$ cat config.mk
export PLATFORM = sky130hd
export DESIGN_NAME = flash_cmd_seq
export DESIGN_NICKNAME = d
export VERILOG_FILES = /design/src/rtl/flseq_pkg.sv /design/src/rtl/flseq_len_split.sv /design/src/rtl/flseq_entry_fmt.sv /design/src/rtl/flash_cmd_seq.sv
export SDC_FILE = /design/constraint.sdc
export NUM_CORES = 1
export LEC_CHECK = 0
export BUFFER_PORTS_ARGS = -buffer_cell sky130_fd_sc_hd__buf_2
export CAP_MARGIN = 20
export CORE_MARGIN = 2
export CORE_UTILIZATION = 45
export DETAILED_ROUTE_END_ITERATION = 10
export PLACE_DENSITY_LB_ADDON = 0.15
export SLEW_MARGIN = 20
export SYNTH_ARGS = -nofsm -noshare
export SYNTH_HDL_FRONTEND = slang
export SYNTH_SLANG_ARGS = --single-unit
$ cat constraint.sdc
create_clock -name clk -period 3.9 [get_ports clk]
set_input_delay 0.585 -clock clk [delete_from_list [all_inputs] [get_ports clk]]
set_output_delay 0.585 -clock clk [all_outputs]
set_load 0.03 [all_outputs]
$ cat src/rtl/flseq_pkg.sv
package flseq_pkg;

  localparam int ENT_W   = 20;
  localparam int B_XFER  = 8;
  localparam int B_EXP   = 9;
  localparam int B_MODE  = 10;
  localparam int B_CSLO  = 12;
  localparam int B_BUSLO = 14;
  localparam int B_TX    = 16;
  localparam int B_RX    = 17;

  localparam logic [7:0] CS_SETTLE = 8'd5;

  typedef enum logic [2:0] {
    K_CS_ON, K_CMD, K_ADDR, K_DUMMY, K_DATA, K_CS_OFF
  } ent_kind_t;

  typedef enum logic [1:0] {
    DIR_NONE = 2'b00,
    DIR_RX   = 2'b01,
    DIR_TX   = 2'b10,
    DIR_RSVD = 2'b11
  } dir_t;

  // lane count to the two-bit mode code; unknown widths act as one lane
  function automatic logic [1:0] lane_mode(input logic [2:0] w);
    case (w)
      3'd2:    lane_mode = 2'b10;
      3'd4:    lane_mode = 2'b11;
      default: lane_mode = 2'b01;
    endcase
  endfunction

  // log2 of the lane count for a mode code
  function automatic logic [1:0] lane_shift(input logic [1:0] m);
    case (m)
      2'b11:   lane_shift = 2'd2;
      2'b10:   lane_shift = 2'd1;
      default: lane_shift = 2'd0;
    endcase
  endfunction

endpackage

$ cat src/rtl/flseq_len_split.sv
module flseq_len_split #(
  parameter int LEN_W = 16
) (
  input  logic [LEN_W-1:0] rem,
  input  logic             rx,
  output logic             use_exp,
  output logic [7:0]       imm,
  output logic [LEN_W-1:0] nxt_rem
);

  logic             big;
  logic [7:0]       low;
  logic [7:0]       rnd;
  logic [7:0]       pos;

  assign big = |rem[LEN_W-1:8];
  assign low = rem[7:0];
  assign rnd = low + 8'd3;

  always_comb begin
    pos = 8'd8;
    for (int b = LEN_W - 1; b >= 8; b--) begin
      if (rem[b]) pos = 8'(b);
    end
  end

  always_comb begin
    use_exp = 1'b0;
    imm     = low;
    nxt_rem = '0;
    if (big) begin
      use_exp      = 1'b1;
      imm          = pos;
      nxt_rem      = rem;
      nxt_rem[pos] = 1'b0;
    end else if (rx) begin
      if (low > 8'd252) begin
        use_exp = 1'b1;
        imm     = 8'd8;
      end else begin
        imm = {rnd[7:2], 2'b00};
      end
    end
  end

endmodule

$ cat src/rtl/flseq_entry_fmt.sv
module flseq_entry_fmt
  import flseq_pkg::*;
(
  input  ent_kind_t        kind,
  input  logic [1:0]       mode,
  input  logic [7:0]       imm,
  input  logic             use_exp,
  input  logic             rx,
  output logic [ENT_W-1:0] ent
);

  always_comb begin
    ent            = '0;
    ent[B_BUSLO]   = 1'b1;
    ent[B_CSLO]    = (kind != K_CS_OFF);
    case (kind)
      K_CS_ON: begin
        ent[B_MODE +: 2] = 2'b01;
        ent[7:0]         = CS_SETTLE;
      end
      K_CMD, K_ADDR: begin
        ent[B_MODE +: 2] = mode;
        ent[B_TX]        = 1'b1;
        ent[7:0]         = imm;
      end
      K_DUMMY: begin
        ent[B_MODE +: 2] = mode;
        ent[B_XFER]      = 1'b1;
        ent[7:0]         = imm;
      end
      K_DATA: begin
        ent[B_MODE +: 2] = mode;
        ent[B_XFER]      = 1'b1;
        ent[B_EXP]       = use_exp;
        ent[B_TX]        = ~rx;
        ent[B_RX]        = rx;
        ent[7:0]         = imm;
      end
      default: begin
        ent[7:0] = CS_SETTLE;
      end
    endcase
  end

endmodule

$ cat src/rtl/flash_cmd_seq.sv
module flash_cmd_seq
  import flseq_pkg::*;
#(
  parameter int ADDR_W  = 32,
  parameter int LEN_W   = 16,
  parameter int DUMMY_W = 5,
  localparam int ACNT_W = $clog2(ADDR_W / 8 + 1)
) (
  input  logic               clk,
  input  logic               rst,
  input  logic               op_valid,
  output logic               op_ready,
  input  logic [7:0]         op_opcode,
  input  logic [2:0]         op_cmd_width,
  input  logic [ADDR_W-1:0]  op_addr,
  input  logic [ACNT_W-1:0]  op_addr_bytes,
  input  logic [2:0]         op_addr_width,
  input  logic [DUMMY_W-1:0] op_dummy_bytes,
  input  logic [2:0]         op_dummy_width,
  input  logic [LEN_W-1:0]   op_len,
  input  logic [1:0]         op_dir,
  input  logic [2:0]         op_data_width,
  output logic               ent_valid,
  input  logic               ent_ready,
  output logic [ENT_W-1:0]   ent_data,
  output logic               done
);

  localparam int MAXB = ADDR_W / 8;
  localparam int DB_W = DUMMY_W + 3;
  localparam logic [ENT_W-1:0] CS_ON_VAL =
    ENT_W'((1 << B_BUSLO) | (1 << B_CSLO) | (1 << B_MODE) | 5);

  typedef enum logic [2:0] {
    S_IDLE, S_CS_ON, S_CMD, S_ADDR, S_DUMMY, S_DATA, S_CS_OFF, S_DRAIN
  } state_t;

  state_t             st;
  logic [7:0]         opc_q;
  logic [ADDR_W-1:0]  addr_q;
  logic [ACNT_W-1:0]  acnt_q;
  logic [ACNT_W-1:0]  aidx_q;
  logic [1:0]         cmd_m_q, addr_m_q, dum_m_q, dat_m_q;
  logic [7:0]         dcyc_q;
  logic [LEN_W-1:0]   rem_q;
  logic               rx_q;

  // descriptor decode at acceptance
  logic [ACNT_W-1:0]  acnt_in;
  logic [DB_W-1:0]    dbits;
  logic               dir_ok;

  assign acnt_in = (op_addr_bytes > ACNT_W'(MAXB)) ? ACNT_W'(MAXB) : op_addr_bytes;
  assign dbits   = {op_dummy_bytes, 3'b000} >> lane_shift(lane_mode(op_dummy_width));
  assign dir_ok  = (op_dir == DIR_RX) || (op_dir == DIR_TX);

  // phase skipping
  state_t after_dummy, after_addr, after_cmd;
  assign after_dummy = (rem_q != '0)  ? S_DATA  : S_CS_OFF;
  assign after_addr  = (dcyc_q != '0) ? S_DUMMY : after_dummy;
  assign after_cmd   = (acnt_q != '0) ? S_ADDR  : after_addr;

  // data length split
  logic             sp_exp;
  logic [7:0]       sp_imm;
  logic [LEN_W-1:0] sp_nxt;

  flseq_len_split #(.LEN_W(LEN_W)) u_split (
    .rem     (rem_q),
    .rx      (rx_q),
    .use_exp (sp_exp),
    .imm     (sp_imm),
    .nxt_rem (sp_nxt)
  );

  // entry field selection
  ent_kind_t         kind;
  logic [1:0]        mode;
  logic [7:0]        imm;
  logic [ADDR_W-1:0] addr_sh;
  logic [ENT_W-1:0]  ent_next;

  assign addr_sh = addr_q >> {aidx_q, 3'b000};

  always_comb begin
    kind = K_CS_OFF;
    mode = 2'b00;
    imm  = 8'd0;
    case (st)
      S_CS_ON: kind = K_CS_ON;
      S_CMD:   begin kind = K_CMD;   mode = cmd_m_q;  imm = opc_q;        end
      S_ADDR:  begin kind = K_ADDR;  mode = addr_m_q; imm = addr_sh[7:0]; end
      S_DUMMY: begin kind = K_DUMMY; mode = dum_m_q;  imm = dcyc_q;       end
      S_DATA:  begin kind = K_DATA;  mode = dat_m_q;  imm = sp_imm;       end
      default: kind = K_CS_OFF;
    endcase
  end

  flseq_entry_fmt u_fmt (
    .kind    (kind),
    .mode    (mode),
    .imm     (imm),
    .use_exp (sp_exp),
    .rx      (rx_q),
    .ent     (ent_next)
  );

  logic slot_free;
  assign slot_free = !ent_valid || ent_ready;
  assign op_ready  = (st == S_IDLE);

  always_ff @(posedge clk) begin
    if (rst) begin
      st        <= S_IDLE;
      ent_valid <= 1'b0;
      ent_data  <= '0;
      done      <= 1'b0;
      opc_q     <= '0;
      addr_q    <= '0;
      acnt_q    <= '0;
      aidx_q    <= '0;
      cmd_m_q   <= '0;
      addr_m_q  <= '0;
      dum_m_q   <= '0;
      dat_m_q   <= '0;
      dcyc_q    <= '0;
      rem_q     <= '0;
      rx_q      <= 1'b0;
    end else begin
      done <= 1'b0;
      case (st)
        S_IDLE: begin
          if (op_valid) begin
            opc_q    <= op_opcode;
            addr_q   <= op_addr;
            acnt_q   <= acnt_in;
            cmd_m_q  <= lane_mode(op_cmd_width);
            addr_m_q <= lane_mode(op_addr_width);
            dum_m_q  <= lane_mode(op_dummy_width);
            dat_m_q  <= lane_mode(op_data_width);
            dcyc_q   <= 8'(dbits);
            rem_q    <= dir_ok ? op_len : '0;
            rx_q     <= (op_dir == DIR_RX);
            st       <= S_CS_ON;
          end
        end
        S_DRAIN: begin
          if (ent_ready) begin
            ent_valid <= 1'b0;
            done      <= 1'b1;
            st        <= S_IDLE;
          end
        end
        default: begin
          if (slot_free) begin
            ent_valid <= 1'b1;
            ent_data  <= ent_next;
            case (st)
              S_CS_ON: st <= S_CMD;
              S_CMD: begin
                aidx_q <= acnt_q - 1'b1;
                st     <= after_cmd;
              end
              S_ADDR: begin
                if (aidx_q == '0) st <= after_addr;
                else aidx_q <= aidx_q - 1'b1;
              end
              S_DUMMY: st <= after_dummy;
              S_DATA: begin
                rem_q <= sp_nxt;
                if (sp_nxt == '0) st <= S_CS_OFF;
              end
              default: st <= S_DRAIN;
            endcase
          end
        end
      endcase
    end
  end

  // an offered entry is held until taken
  p_hold_r11: assert property (@(posedge clk) disable iff (rst)
    ent_valid && !ent_ready |=> ent_valid && $stable(ent_data));

  // no new descriptor while an entry is outstanding
  p_busy_r1: assert property (@(posedge clk) disable iff (rst)
    ent_valid |-> !op_ready);

  // acceptance leads to chip-select assert two edges later
  p_first_cs_r2: assert property (@(posedge clk) disable iff (rst)
    op_valid && op_ready |=> !ent_valid ##1 (ent_valid && ent_data == CS_ON_VAL));

  // done follows the release entry and reopens the input
  p_done_r10: assert property (@(posedge clk) disable iff (rst)
    done |-> !ent_valid && op_ready && !$past(ent_data[B_CSLO]) && $past(ent_data[7:0]) == CS_SETTLE);

  // exponent entries are data transfers with a position of 8 or more
  p_exp_r7: assert property (@(posedge clk) disable iff (rst)
    ent_valid && ent_data[B_EXP] |-> ent_data[B_XFER] && ent_data[7:0] >= 8'd8);

  // receive immediates are word multiples
  p_rxround_r9: assert property (@(posedge clk) disable iff (rst)
    ent_valid && ent_data[B_RX] && !ent_data[B_EXP] |-> ent_data[1:0] == 2'b00);

  // selected entries never carry mode 00
  p_mode_r5: assert property (@(posedge clk) disable iff (rst)
    ent_valid && ent_data[B_CSLO] |-> ent_data[B_MODE +: 2] != 2'b00);

endmodule

# Yosys cells after proc, flatten, opt, wreduce, memory -nomap -nowiden
# Index checks and enable logic that the tools add are counted.
dict set report totals {
  register_bits 100
  latchBits 0
  ram_bits 0
  mem_bits_ro 0
  out_inout_bits 23
  wordCells 139
  memories 0
}
dict set report classes {
  n_addsub 3
  mul 0
  n_div 0
  magnitude_cmp 4
  n_eq_ne 28
  shifts 2
  muxes 53
  n_bitwise 6
  reduce_logical 28
}
# cell n
set ops {}
lappend ops {{two-way mux 16 bit} 5}
lappend ops {{two-way mux 3 bit} 16}
lappend ops {{two-way mux 8 bit} 4}
lappend ops {{one-hot mux 16 bit (2 select lines)} 1}
lappend ops {{one-hot mux 8 bit (4 select lines)} 1}
lappend ops {{>> shifter 32 x 6 -> 8 bit} 1}
lappend ops {{one-hot mux 3 bit (5 select lines)} 2}
lappend ops {{== test 3 x 2 -> 1 bit (second input constant)} 8}
lappend ops {{== test 3 bit (second input constant)} 8}
lappend ops {{one-hot mux 2 bit (2 select lines)} 6}
lappend ops {{AND 16 bit} 1}
lappend ops {{zero test 16 bit} 1}
lappend ops {{inverter 16 bit} 1}
lappend ops {{nonzero test 16 bit} 1}
lappend ops {{one-hot mux 3 bit (2 select lines)} 2}
lappend ops {{two-way mux 1 bit} 10}
lappend ops {{zero test 3 bit} 3}
lappend ops {{adder 8 x 2 -> 8 bit (second input constant)} 1}
lappend ops {{greater-than comparator 8 bit (second input constant)} 1}
lappend ops {{one-hot mux 2 bit (4 select lines)} 1}
lappend ops {{AND reduction 4 bit} 2}
lappend ops {{nonzero test 2 bit} 4}
lappend ops {{nonzero test 8 bit} 1}
lappend ops {{OR reduction 2 bit} 4}
lappend ops {{other kinds (25)} 39}

# Longest topological paths before layout
# Gate-level depths: netlist of run 1.
dict set report depth {
  ltp_word 20
  ltp_mapped 9
  ltp_nobuf 6
}

# Hierarchy
# A second synthesis of run 1 with hierarchy kept.
dict set report hier_totals {
  cells_unflattened 678
  area_unflattened_um2 5385.2
}
# mod instances cells_each area_per_inst_um2 seq_area_each_um2
set modules_own_cells {}
lappend modules_own_cells {flash_cmd_seq 1 589 4803.4 2082.0}
lappend modules_own_cells {flseq_len_split 1 58 364.1 0.0}
lappend modules_own_cells {flseq_entry_fmt 1 31 217.7 0.0}

# Worst setup path after synthesis of run 1
# OpenSTA, ideal clock, no wires.
dict set report synth_path {
  path_type {input to register}
  start {in op_valid}
  end {reg rem_q[0]}
  arrival_time_ns 1.690
  setup_slack_ns 2.083
  stages 7
  n_path_buf 2
  cell_sequence {or4b_1 > buf_2 > o21ai_2 > buf_2 > o21ai_2 > a22oi_1 > nor2_1}
}
dict set report synth_via {
  elab_chain_len 2
}
# element line
set synth_rtl {}
lappend synth_rtl {{start: declaration} flash_cmd_seq.sv:11} ;# input logic op_valid,
lappend synth_rtl {{!= test 2 bit (no source line)} -}
lappend synth_rtl {{AND reduction 4 bit (no source line)} -}
lappend synth_rtl {{end signal: assignment} flash_cmd_seq.sv:142} ;# rem_q <= dir_ok ? op_len : '0;
lappend synth_rtl {{end signal: assignment} flash_cmd_seq.sv:170} ;# rem_q <= sp_nxt;
lappend synth_rtl {{end: declaration} flash_cmd_seq.sv:45} ;# logic [LEN_W-1:0] rem_q;
# Every way passes these cells.
# A chain may end at the register's enable or synchronous reset.

# Worst setup path in the final report of run 1
dict set report layout_path {
  start {reg st[2]}
  end {reg rem_q[3]}
}
dict set report layout_via {
  elab_chain_len 3
}
# element line
set layout_rtl {}
lappend layout_rtl {{start: declaration} flash_cmd_seq.sv:38} ;# state_t st;
lappend layout_rtl {{start signal: assignment} flash_cmd_seq.sv:162} ;# st <= after_cmd;
lappend layout_rtl {{start signal: assignment} flash_cmd_seq.sv:165} ;# if (aidx_q == '0) st <= after_addr;
lappend layout_rtl {{start signal: assignment} flash_cmd_seq.sv:168} ;# S_DUMMY: st <= after_dummy;
lappend layout_rtl {{== test 3 bit (tied with other cells)} flash_cmd_seq.sv:158} ;# case (st)
lappend layout_rtl {{nonzero test 2 bit (no source line) (tied with other cells)} -}
lappend layout_rtl {{AND reduction 4 bit (no source line)} -}
# Several ways; a longest one is shown, not always the timed one.

==> out/summary.txt, run 1 <==
Worst setup EP type: register
worst reg2reg setup slack: 1.22 ns
commonest non-fill, non-tap cell in the layout: nand2_1
CORE AREA: 0.0103 mm²
clock root buffer: clkbuf_8
IO Count: 105
synthesized area per cell: 8.16 µm²
Initial Utilization: 46.3%
crit-path cells: or4b_2 > buf_4 > o21ai_2 > and2_1 > a22oi_1 > nor2_1
Post-synth EDFFs: 0
PnR Total Power: 0.00322 W
CTS tree: done
Total GRT Usage: 21.9%
Post-CTS Resized: 0
final instance area: 0.00543 mm²
status: completed
Setup crit end: rem_q[3]
clock buffer depth: 2
Post-Route WL: 12.2 mm
global route overflow: 0
worst r2r src: st[2]
Ant. Diodes: 0
Post-Syn Area: 0.00478 mm²
worst setup slack after layout: 1.22 ns
Setup Crit Path Kind: register to register
Hold Fails Final Rpt: 0
Worst-Margin Slew: 1.02 ns
HPWL Detailed: 8.65 mm
number of global-route vias before repair: 4305
fraction of layout cells with a size suffix above 1: 20.8%
Max Clk Rate: 373 MHz
first-pass GRT wire length: 20.3 mm
Worst R2R End: rem_q[3]
Skew-Pair Late Insertion Delay: 0.36 ns
fin. max-slew vios: 0
CP Data Arrival Time: 2.97 ns
Yosys reg bits: 100
Num CTS Buffers: 9
HP Class: input port to register
number of warnings issued by yosys: 0
Area after DPL: 0.00527 mm²
Worst setup SP type: register
Layout Cells excl Fill: 799
Final ANT Viol Nets: 0
Routed wire per std cell: 15.2 µm
Final Cycle Share: 68.8%
# Max-Cap Violations: 0
initial antenna violation count: 0
commonest non-fill, non-tap cells in the layout: 113 x nand2_1, 100 x dfxtp_1, 100 x buf_2
P&R area growth vs syn: 13.7%
peak supply drop: 336 µV
Synth Instances: 585
drt first pass iters: 5
Post-synth top flop: dfxtp_1
num rows: 37
Setup TNS Final: 0 ns
reg2reg path depth: 6
Distinct cells, synth: 60
clk slew on worst S/H paths: 0.10 ns
drc violations: 0
final setup violation count: 0
CP max stage cell: or4b_2
Vias/cell: 5.53
dpl ws: 1.08 ns
die height: 107 µm
Final min period: 2.68 ns
register area share after synthesis: 41.9%
FILL cells: 997
drt first-iter violations: 268
CTS Hold Bufs: 0
Clock Skew: 0.0157 ns
unrepaired setup endpoints after global routing: false
placed cell count: 784
die footprint: 0.0115 mm²
post-CTS setup buffers: 0
Pwr Density: 592 mW/mm²
final RePlAce weighted congestion: 0.826
critical path startpoint: st[2]
pin count of the biggest net entering global routing: 65
die width: 107 µm
Sink Count: 100
post-synthesis async set-or-reset flop share: 0%
maximum fanout along the worst path: 64
vias post-DR: 4422
Nets: 743
max_slew headroom: 32.1%
Leakage: 2.08 nW
htree depth: 3
port bufs: 100
critical path data required time: 4.18 ns
max incr delay on CP: 0.71 ns
-- Yosys cell counts, drive strengths merged (2+ instances only) --
library cell | count | area share [%]
mux2i | 7 | 1.5
nand2 | 113 | 8.9
o22ai | 2 | 0.26
a22o | 4 | 0.73
nor4 | 7 | 1.0
nand3 | 6 | 0.63
clkbuf | 21 | 1.7
xor2 | 3 | 0.55
inv | 11 | 0.86
o211ai | 4 | 0.63
and2 | 3 | 0.39
xnor2 | 6 | 1.1
a21oi | 69 | 7.2
nand2b | 5 | 0.65
buf | 25 | 3.5
or3 | 2 | 0.26
nor2b | 6 | 0.79
and3b | 2 | 0.37
o21ai | 23 | 2.6
o221ai | 5 | 0.92
nor4b | 2 | 0.50
mux4 | 8 | 3.8
nor2 | 60 | 4.7
a22oi | 23 | 3.6
nor3b | 6 | 1.0
or4 | 4 | 0.71
o21a | 2 | 0.31
a31oi | 6 | 0.79
a311oi | 4 | 0.73
nand3b | 2 | 0.39
and3 | 4 | 0.52
a221oi | 4 | 0.73
a32oi | 2 | 0.37
ha | 2 | 0.52
a211oi | 9 | 1.4
nor3 | 10 | 1.0
dfxtp | 100 | 42
-- power by group --
part	leakage, nW	internal [W]	switching (W)
Sequential	0.816	0.00121	0.000176
Clock	0.0714	0.000228	0.000353
Combinational	1.19	0.000452	0.000799
Total	2.08	0.00189	0.00133
-- state kept, by name (all words and copies together) (netlist names) --
register	flops
rx_q	1
done	1
ent_valid	1
dat_m_q	2
rem_q	16
addr_m_q	2
dum_m_q	2
cmd_m_q	2
aidx_q	3
acnt_q	3
ent_data	16
st	3
addr_q	32
opc_q	8
dcyc_q	8
-- critical path: cells and delay by family (launching register included) --
family	cells	cell delay, ns
simple gates	3	1.38
buf+inv	1	0.33
flops	1	0.46
compound gates	2	0.44
-- how the worst min path moves through the flow --
stage,from,end,slack [ns],cells past startpoint
2_1_floorplan,addr_q[16],addr_q[16],0.43,2
3_3_place_gp,addr_q[23],addr_q[23],0.44,2
3_5_place_dp,ent_data[11],ent_data[11],0.45,2
4_1_cts,op_data_width[1],dat_m_q[0],0.42,2
5_1_grt,op_cmd_width[1],cmd_m_q[0],0.43,2
6_report,op_data_width[1],dat_m_q[0],0.44,2
-- per-stage QoR --
step                hold slack, ns  util [%]
detailed placement           0.446      51.1
finish                       0.436      52.6
global route                 0.425      52.6
CTS                          0.425      52.6
global placement             0.439      51.1
floorplan                    0.433         -
-- routing by layer --
layer | vias up | part of all wire [%] | track usage, % | wire, µm
met5 | - | 0 | 0 | 0
met2 | 139 | 46 | 36.3 | 5630
met1 | 2048 | 46 | 28.9 | 5610
li1 | 2217 | - | - | -
met4 | 0 | 2.0 | 7.88 | 241
met3 | 18 | 5.6 | 3.34 | 686
-- layout make-up --
class                           count  area, µm²  share of cell area, %
Inverter                           11       41.3                  0.760
Multi-Input combinational cell    431       2500                   46.0
Clock inverter                      4       27.5                  0.507
Clock buffer                       11        131                   2.42
Timing Repair Buffer              106        558                   10.3
Sequential cell                   100       2000                   36.9
Tap cell                          136        170                   3.13
-- logic make-up after synthesis --
logic type      share of synthesized area (%)
buf+inv                                  5.97
compound gates                           21.6
xor+xnor                                 1.65
flops                                    41.9
simple gates                             22.5
mux                                      5.48
fa+ha+maj                               0.733
other cells                            0.0785
Power figures use the tool's default switching activity.
==> run 2, diff against run 1 <==
Clock period 3.9 ns to 2.5 ns, I/O delays scaled along.
==> out/summary.txt, run 2 (synthesis gave the netlist of run 1 again) <==
Total GRT Usage: 21.7%
num rows: 37
peak supply drop: 527 µV
critical path data required time: 2.81 ns
HP Class: input port to register
Hold Fails Final Rpt: 0
Layout Cells excl Fill: 806
die width: 107 µm
Post-CTS Resized: 0
placed cell count: 790
Setup Crit Path Kind: register to register
Final min period: 2.29 ns
CTS Hold Bufs: 0
CP Data Arrival Time: 2.60 ns
top flop regs: addr_q x32, ent_data x16, rem_q x16
worst setup slack after layout: 0.208 ns
FILL cells: 1029
die height: 107 µm
Setup TNS Final: 0 ns
clock root buffer: clkbuf_8
fraction of layout cells with a size suffix above 1: 21.9%
Clock Skew: 0.0143 ns
dpl ws: 0.244 ns
critical path startpoint: st[2]
Max Clk Rate: 436 MHz
maximum fanout along the worst path: 15
Routed wire per std cell: 15.2 µm
die footprint: 0.0115 mm²
initial antenna violation count: 0
port bufs: 100
post-CTS setup buffers: 0
HPWL Detailed: 8.91 mm
drt first pass iters: 5
final setup violation count: 0
worst r2r src: st[2]
unrepaired setup endpoints after global routing: false
drt first-iter violations: 207
Pwr Density: 954 mW/mm²
vias post-DR: 4430
Nets: 749
Post-Route WL: 12.2 mm
P&R area growth vs syn: 16.0%
Skew-Pair Late Insertion Delay: 0.37 ns
max_slew headroom: 55.2%
status: completed
Initial Utilization: 46.3%
clk slew on worst S/H paths: 0.10 ns
Worst setup SP type: register
commonest non-fill, non-tap cell in the layout: nand2_1
Vias/cell: 5.50
Leakage: 2.14 nW
number of global-route vias before repair: 4202
clock buffer depth: 2
Reg with most FFs: addr_q
# Max-Cap Violations: 0
pin count of the biggest net entering global routing: 64
fin. max-slew vios: 0
final RePlAce weighted congestion: 0.869
Ant. Diodes: 0
Worst setup EP type: register
first-pass GRT wire length: 20.1 mm
htree depth: 3
Final Cycle Share: 91.7%
Worst-Margin Slew: 0.671 ns
max reg flops: 32
Num CTS Buffers: 9
IO Count: 105
Sink Count: 100
worst hold start: op_cmd_width[1]
Min Hold Slack: 0.221 ns
commonest non-fill, non-tap cells in the layout: 113 x nand2_1, 100 x dfxtp_1, 100 x buf_2
CORE AREA: 0.0103 mm²
CTS tree: done
Final ANT Viol Nets: 0
global route overflow: 0
drc violations: 0
==> run 2: cell types whose count changed in the layout (fill, tap and decap cells not counted), sizes merged <==
cell	delta
inv	+3
clkbuf	-2
clkinv	+1
bufinv	+1
buf	+6
clkinvlp	-2
==> run 2: critical path, cell delays in order, from the launching register on <==
cell	delay, ns
dfxtp_1	0.46
or4b_2	0.77
o21ai_2	0.20
and2_1	0.53
a22oi_1	0.17
nor2_1	0.10
==> run 2: per-layer routing <==
layer  routed length [µm]  global-route usage [%]
met5                    0                       0
met2                 5900                    36.0
met4                  210                    7.42
met3                  484                    4.26
met1                 5650                    28.2
==> run 2: power breakdown <==
part,internal [W],leakage [nW],total [W],switching [W]
Sequential,0.00189,0.816,0.00217,0.000280
Combinational,0.000780,1.23,0.00205,0.00127
Clock,0.000471,0.100,0.00106,0.000593
==> run 2: final timing paths <==
check | end | slack, ns | cells after the start
worst max-delay path | rem_q[7] | 0.21 | 5
worst min-delay path | cmd_m_q[0] | 0.22 | 2
worst max register to register | rem_q[7] | 0.21 | 5
worst min register to register | addr_q[21] | 0.46 | 2
==> run 2: area by class of cell <==
type	count	area, µm²	share of cell area [%]
multi-input cells	431	2500	45.1
flip-flops and latches	100	2000	36.1
repair buffers	112	628	11.3
well taps	136	170	3.07
clock buffers	9	124	2.24
clock inverters	7	73.8	1.33
inverters	11	41.3	0.745
==> run 2: metrics by stage <==
step / total power [W] / cell area [µm²] / util (%)
2_1_floorplan: 0.00369 / 4790 / -
3_3_place_gp: 0.00420 / 5340 / 51.8
3_5_place_dp: 0.00425 / 5340 / 51.8
4_1_cts: 0.00530 / 5540 / 53.7
5_1_grt: 0.00564 / 5540 / 53.7
6_report: 0.00528 / 5540 / 53.7
